**config.mk**
```make
export PLATFORM = sky130hd
export DESIGN_NAME = xover_mut_unit
export DESIGN_NICKNAME = d
export VERILOG_FILES = /design/src/rtl/xm_pkg.sv /design/src/rtl/xm_lfsr.sv /design/src/rtl/xm_onehot.sv /design/src/rtl/xover_mut_unit.sv
export SDC_FILE = /design/constraint.sdc
export NUM_CORES = 1
export LEC_CHECK = 0
export BUFFER_PORTS_ARGS = -buffer_cell sky130_fd_sc_hd__buf_2
export CORE_MARGIN = 4
export CORE_UTILIZATION = 51
export DETAILED_ROUTE_END_ITERATION = 10
export PLACE_DENSITY = 0.76
export RECOVER_POWER = 100
export SLEW_MARGIN = 15
export SYNTH_ARGS = -nofsm -noshare
export SYNTH_HDL_FRONTEND = slang
export SYNTH_SLANG_ARGS = --single-unit
```
**constraint.sdc**
```tcl
create_clock -name clk -period 1.3 [get_ports clk]
set_input_delay 0.065 -clock clk [delete_from_list [all_inputs] [get_ports clk]]
set_output_delay 0.065 -clock clk [all_outputs]
set_load 0.05 [all_outputs]
```
**src/rtl/xm_pkg.sv**
```systemverilog
package xm_pkg;
  // Feedback tap masks (bit i set = register bit i feeds the XNOR)
  localparam logic [31:0] XM_MASK_TAPS = 32'h8020_0003;
  localparam logic [4:0]  XM_POS_TAPS  = 5'b1_0100;
  localparam logic [31:0] XM_MASK_SEED = 32'h1357_9BDF;
  localparam logic [4:0]  XM_POS_SEED  = 5'h00;
endpackage

```
**src/rtl/xm_lfsr.sv**
```systemverilog
module xm_lfsr #(
  parameter int            W     = 32,
  parameter logic [W-1:0]  TAPS  = '1,
  parameter logic [W-1:0]  SEED  = '0
) (
  input  logic         clk,
  input  logic         rst,
  output logic [W-1:0] q,
  output logic [W-1:0] q_next
);
  logic fb;

  assign fb     = ~^(q & TAPS);
  assign q_next = {q[W-2:0], fb};

  always_ff @(posedge clk) begin
    if (rst) q <= SEED;
    else     q <= q_next;
  end

  // R3 (and R2): the XNOR lock-up state is never entered from a legal seed
  no_lockup_chk: assert property (@(posedge clk) disable iff (rst)
    q != {W{1'b1}});
endmodule

```
**src/rtl/xm_onehot.sv**
```systemverilog
module xm_onehot #(
  parameter int IDX_W = 5,
  parameter int OUT_W = 32
) (
  input  logic [IDX_W-1:0] idx,
  output logic [OUT_W-1:0] oh
);
  for (genvar i = 0; i < OUT_W; i++) begin : g_bit
    assign oh[i] = (idx == IDX_W'(i));
  end
endmodule

```
**src/rtl/xover_mut_unit.sv**
```systemverilog
module xover_mut_unit
  import xm_pkg::*;
#(
  parameter int                          WORD_W    = 32,
  parameter logic [WORD_W-1:0]           MASK_TAPS = XM_MASK_TAPS,
  parameter logic [WORD_W-1:0]           MASK_SEED = XM_MASK_SEED,
  parameter logic [$clog2(WORD_W)-1:0]   POS_TAPS  = XM_POS_TAPS,
  parameter logic [$clog2(WORD_W)-1:0]   POS_SEED  = XM_POS_SEED
) (
  input  logic              clk,
  input  logic              rst,
  input  logic              sort_rdy,
  input  logic [WORD_W-1:0] parent_a,
  input  logic [WORD_W-1:0] parent_b,
  output logic [WORD_W-1:0] child_a,
  output logic [WORD_W-1:0] child_b,
  output logic              done
);
  localparam int IDX_W = $clog2(WORD_W);

  logic [WORD_W-1:0] mask_q, mask_nx;
  logic [IDX_W-1:0]  pos_q, pos_nx;

  xm_lfsr #(.W(WORD_W), .TAPS(MASK_TAPS), .SEED(MASK_SEED)) u_mask_lfsr (
    .clk(clk), .rst(rst), .q(mask_q), .q_next(mask_nx));

  xm_lfsr #(.W(IDX_W), .TAPS(POS_TAPS), .SEED(POS_SEED)) u_pos_lfsr (
    .clk(clk), .rst(rst), .q(pos_q), .q_next(pos_nx));

  // Stage 1: edge detect and capture
  logic              rdy_q, start, s1_v;
  logic [WORD_W-1:0] mask_r, pa_r, pb_r;
  logic [IDX_W-1:0]  ia_r, ib_r;

  assign start = sort_rdy & ~rdy_q;

  always_ff @(posedge clk) begin
    if (rst) begin
      rdy_q  <= 1'b0;
      s1_v   <= 1'b0;
      mask_r <= '0;
      pa_r   <= '0;
      pb_r   <= '0;
      ia_r   <= '0;
      ib_r   <= '0;
    end else begin
      rdy_q <= sort_rdy;
      s1_v  <= start;
      if (start) begin
        mask_r <= mask_q;
        pa_r   <= parent_a;
        pb_r   <= parent_b;
        ia_r   <= pos_q;
        ib_r   <= pos_nx;
      end
    end
  end

  // Stage 2: crossover then single-bit mutation
  logic [WORD_W-1:0] xo_a, xo_b, flip_a, flip_b;

  assign xo_a = (pa_r & ~mask_r) | (pb_r & mask_r);
  assign xo_b = (pb_r & ~mask_r) | (pa_r & mask_r);

  xm_onehot #(.IDX_W(IDX_W), .OUT_W(WORD_W)) u_dec_a (.idx(ia_r), .oh(flip_a));
  xm_onehot #(.IDX_W(IDX_W), .OUT_W(WORD_W)) u_dec_b (.idx(ib_r), .oh(flip_b));

  always_ff @(posedge clk) begin
    if (rst) begin
      child_a <= '0;
      child_b <= '0;
      done    <= 1'b0;
    end else begin
      done <= s1_v;
      if (s1_v) begin
        child_a <= xo_a ^ flip_a;
        child_b <= xo_b ^ flip_b;
      end
    end
  end


  start_capture_chk: assert property (@(posedge clk) disable iff (rst)
    (sort_rdy && !rdy_q) |=> s1_v);


  done_single_chk: assert property (@(posedge clk) disable iff (rst)
    done |=> !done);


  done_follow_chk: assert property (@(posedge clk) disable iff (rst)
    s1_v |=> done);


  one_flip_a_chk: assert property (@(posedge clk) disable iff (rst)
    done |-> $countones(child_a ^ $past(xo_a)) == 1);


  one_flip_b_chk: assert property (@(posedge clk) disable iff (rst)
    done |-> $countones(child_b ^ $past(xo_b)) == 1);


  swap_conserve_chk: assert property (@(posedge clk) disable iff (rst)
    done |-> $countones(child_a ^ child_b ^ $past(pa_r ^ pb_r)) <= 2);


  hold_out_chk: assert property (@(posedge clk) disable iff (rst)
    !done |-> ($stable(child_a) && $stable(child_b)));
endmodule

```
* Yosys cells after proc, flatten, opt, wreduce, memory -nomap -nowiden
Index checks and enable logic that the tools add are counted.
Operators by class: eq/ne operators 62, bitwise operators 11, reduce and logical (&&, ||, !) cells 4
Operators by type and width (number):
- 5-bit == test (second input constant) | 32
- 32-bit AND | 4
- 5-bit by 4-bit == test with 1-bit output (second input constant) | 16
- 32-bit OR | 2
- 32-bit XOR | 2
- 5-bit by 3-bit == test with 1-bit output (second input constant) | 8
- 32-bit inverter | 1
- 32-bit XNOR reduction | 1
- 5-bit by 2-bit == test with 1-bit output (second input constant) | 4
- 5-bit by 1-bit == test with 1-bit output (second input constant) | 2
- 5-bit logical NOT | 2
- 5-bit XNOR reduction | 1
- 1-bit AND | 1
- 1-bit inverter | 1
Storage, ports and cells: flip-flop bits (word level) 210, input bits 67, output and inout port bits 65

* Depth between registers and ports, before layout
depth after elaboration 4, mapped depth 6, depth with buffers taken out 3

* Hierarchy
From an unflattened synthesis, not the netlist that was laid out.
Unflattened totals: cell total of the unflattened synthesis 1106, area total of the unflattened synthesis 9706.8 µm²
Modules (own cells, without submodules):
- xover_mut_unit | times used 1, cells an instance 894, area each 7966.4 µm², sequential area each 3463.3 µm²
- xm_lfsr (u_mask_lfsr) | times used 1, cells an instance 102, area each 1119.8 µm², sequential area each 640.6 µm²
- xm_onehot | times used 2, cells an instance 47, area each 221.5 µm², sequential area each 0.0 µm²
- xm_lfsr (u_pos_lfsr) | times used 1, cells an instance 16, area each 177.7 µm², sequential area each 100.1 µm²

* Worst setup path before layout
No wires, ideal clock.
kind reg2reg, start register, netlist name ia_r[1], end register child_b[0], arrival 1.264 ns, setup slack -0.086 ns, stages on the path, launching flop included 5, path buffers 1, clock period less this slack 1.386 ns, cells stage by stage dfxtp_1 > buf_2 > nor3_1 > a2111oi_0 > nand3b_1
RTL lines:
- to (signal assigned) | line xover_mut_unit.sv:77 | child_b <= xo_b ^ flip_b;
- to (decl) | line xover_mut_unit.sv:16 | output logic [WORD_W-1:0] child_b,

==> key figures <==
Routing
  – Wire per inst: 20.9 µm
  – Initial DRC count: 937
  – Via count: 8841
  – Routed length on met2: 14600 µm
  – Wire length on met3: 2290 µm
  – Antenna Nets Post-Route: 0
  – Final WL: 29900 µm
  – Max Used Layer: met4
  – Wl on met1: 11700 µm
  – Pre-antenna DRT Iters: 6
  – Number of remaining DRC errors: 0
  – Routed vias/inst: 6.16

Global route
  – Gr usage total: 26.6%
  – First-pass GRT wire length: 42800 µm
  – Total grt overflow: 0
  – Vias in the first global route: 8265
  – Largest net degree at the start of global routing: 57
  – Initial antenna violation count: 0

Synth
  – Cell Area, Synth: 0.00868 mm²
  – Avg Inst Size Synth: 8.71 µm²
  – YS warnings: 0
  – Sequential element share of the synthesized area: 47.5%
  – Seq cells post-synth: 206
  – Syn nets: 1064
  – Synth cell types: 28
  – Mapped Cells: 997

Setup path
  – Worst R2R Path Depth: 4
  – Capturing point of the worst reg2reg path: child_b[30]
  – Crit path required time: 1.74 ns
  – Crit. End Element: flip-flop
  – WP data arrival: 1.84 ns
  – R2r startpoint: ia_r[2]
  – CP Launch Type: flip-flop
  – Reg-to-reg slack, setup: -0.10 ns
  – Max FO, Critical Path: 5
  – Setup CP Type: reg2reg

Power
  – Internal Power: 11200 µW
  – Peak supply drop: 0.00124 V
  – Combinational Power Share: 13.6%
  – Pwr Density: 1220 mW/mm²
  – Sw Pwr: 4070 µW
  – Leak pwr: 0.00454 µW
  – Sw Share: 26.7%
  – Reg power frac: 45.3%
  – Clock power frac: 41.2%

Clock tree
  – CTS tree: built
  – Longest Clk Path Bufs: 3
  – CTS H-tree lvls: 1
  – Root buf cell: clkbuf_16
  – Clock slew at reported path FFs: 0.06 ns
  – Number of buffers created by CTS: 22
  – Clock sink count: 206
  – Clk Latency, worst-skew pair: 0.50 ns

Final layout
  – Commonest non-fill, non-tap cell in the layout: nand2_1
  – Post-layout net count: 1267
  – Most frequent cells in the layout: 205 x nand2_1, 200 x dfxtp_1, 102 x a21oi_1
  – Layout cell share with drive strength beyond 1: 29.1%
  – Area Growth Syn to Fin: 44.3%
  – Antenna Cells: 0
  – Design Area, Final: 0.0125 mm²
  – Fill cell count: 1015
  – Layout Utilization: 75.2%

Hold path
  – Hold Path Sink: pb_r[2]
  – Hold depth: 4
  – Worst hold start: parent_b[2]
  – Min-Delay Path Class: in2reg

Run status
  – Status: finished, violations left
  – Failing checks: negative setup slack

Timing
  – Worst rel slew slack: 57.8%
  – Tcrit/Tclk final: 108%
  – Setup total negative slack: -2.23 ns
  – Setup ws final: -0.102 ns
  – Tmin final: 1.40 ns
  – Final Hold Viols: 0
  – Max Slew Vio Count: 0
  – Skew final: 0.0177 ns
  – Endpoints failing setup: 54
  – Hold slack: 0.351 ns
  – Slew @ Worst Pin: 0.615 ns
  – Fmax: 0.714 GHz
  – RSZ-0062 raised after global routing: true

Floorplanning
  – DIE WIDTH: 138 µm
  – Starting Density: 52.2%
  – Die ar.: 0.0192 mm²
  – Row cnt: 47
  – Core Region: 0.0166 mm²
  – I/O pins: 132
  – Die Y: 138 µm

Run
  – Max-Cap Viols: 0

Placement
  – Placed cell area: 0.00995 mm²
  – Final GP Congestion: 0.850
  – Pre-CTS WS: -0.159 ns
  – Port Buffer Count: 131
  – Dpl hpwl: 16400 µm
==> synth_stat cells (all sizes together) <==
cell	count	share of area, %
nor2	2	0.087
dfxtp	206	48
nor3b	6	0.86
a311o	1	0.12
mux2i	64	7.4
and2	3	0.22
and3b	6	0.61
a2111oi	64	6.5
or2	19	1.4
nand2b	1	0.072
xnor2	3	0.30
nand2	205	8.9
nand3b	63	5.4
xor2	1	0.10
buf	22	1.2
nor3	2	0.12
clkbuf	72	3.1
inv	2	0.086
a21oi	102	5.9
nand4	63	4.5
and3	2	0.14
nand3	63	3.6
and4	1	0.10
nor2b	24	1.7
==> what timing repair did <==
item / in CTS / in global routing
gates resized for setup: 135 / 76
hold buffers: 66 / 0
cloned: 3 / 1
endpoints found under the hold margin: 65 / 0
buffers inserted: 5 / 10
pin swaps: 13 / 16
endpoints found under the setup margin: 64 / 61
==> per-stage QoR <==
stage	total power, µW	std cells
2_1_floorplan	7920	997
3_3_place_gp	8510	1318
3_5_place_dp	8540	1318
4_1_cts	15000	1427
5_1_grt	15700	1435
6_report	15200	1435
==> registers in the layout, indices dropped and copies added, names as in the netlist <==
register and cells:
child_a 32, child_b 32, done 1, ia_r 5, ib_r 1, mask_r 32, pa_r 32, pb_r 32
rdy_q 1, s1_v 1, u_mask_lfsr.q 32, u_pos_lfsr.q 5
==> kinds of logic after synthesis <==
logic type | count (synthesis) | share of synthesized area (%)
mux | 64 | 7.38
simple gates | 460 | 27.8
compound gates | 167 | 12.5
buf+inv | 96 | 4.45
xor+xnor | 4 | 0.404
flops | 206 | 47.5
==> power by group through the flow <==
stage	Clock, µW	Sequential [µW]	Combinational (µW)
global route	6550	6930	2200
floorplan	0	7110	818
detailed placement	0	7010	1530
CTS	6280	6880	1860
global placement	0	7000	1510
finish	6270	6900	2070
==> worst max-delay path by stage <==
stage,start,cells after the start,endpoint
floorplan,ia_r[1],5,child_a[26]
global placement,ia_r[2],5,child_b[29]
detailed placement,ia_r[3],4,child_b[13]
CTS,ia_r[3],5,child_a[9]
global route,rdy_q,4,ia_r[4]
finish,ia_r[2],4,child_b[30]
==> critical path: stages, from the launching register on <==
cell and delay (ns):
dfxtp_2 0.34, buf_2 0.18, and3_4 0.21, a2111oi_0 0.43, nand3b_1 0.17
==> routing by layer <==
metal / global-route usage (%) / up-vias
li1: - / 3988
met1: 35.1 / 4236
met2: 45.1 / 492
met3: 3.83 / 125
met4: 8.84 / 0
met5: 0 / -
==> cell type report <==
type / count / area, µm² / area share, %
tap: 220 / 275 / 2.20
inverter: 2 / 12.5 / 0.0999
clock inverter: 5 / 77.6 / 0.620
timing repair buffer: 273 / 2140 / 17.1
multi-input combinational: 695 / 5240 / 41.9
clock buffer: 34 / 637 / 5.09
sequential: 206 / 4140 / 33.1
(Power assumes the default switching activity.)
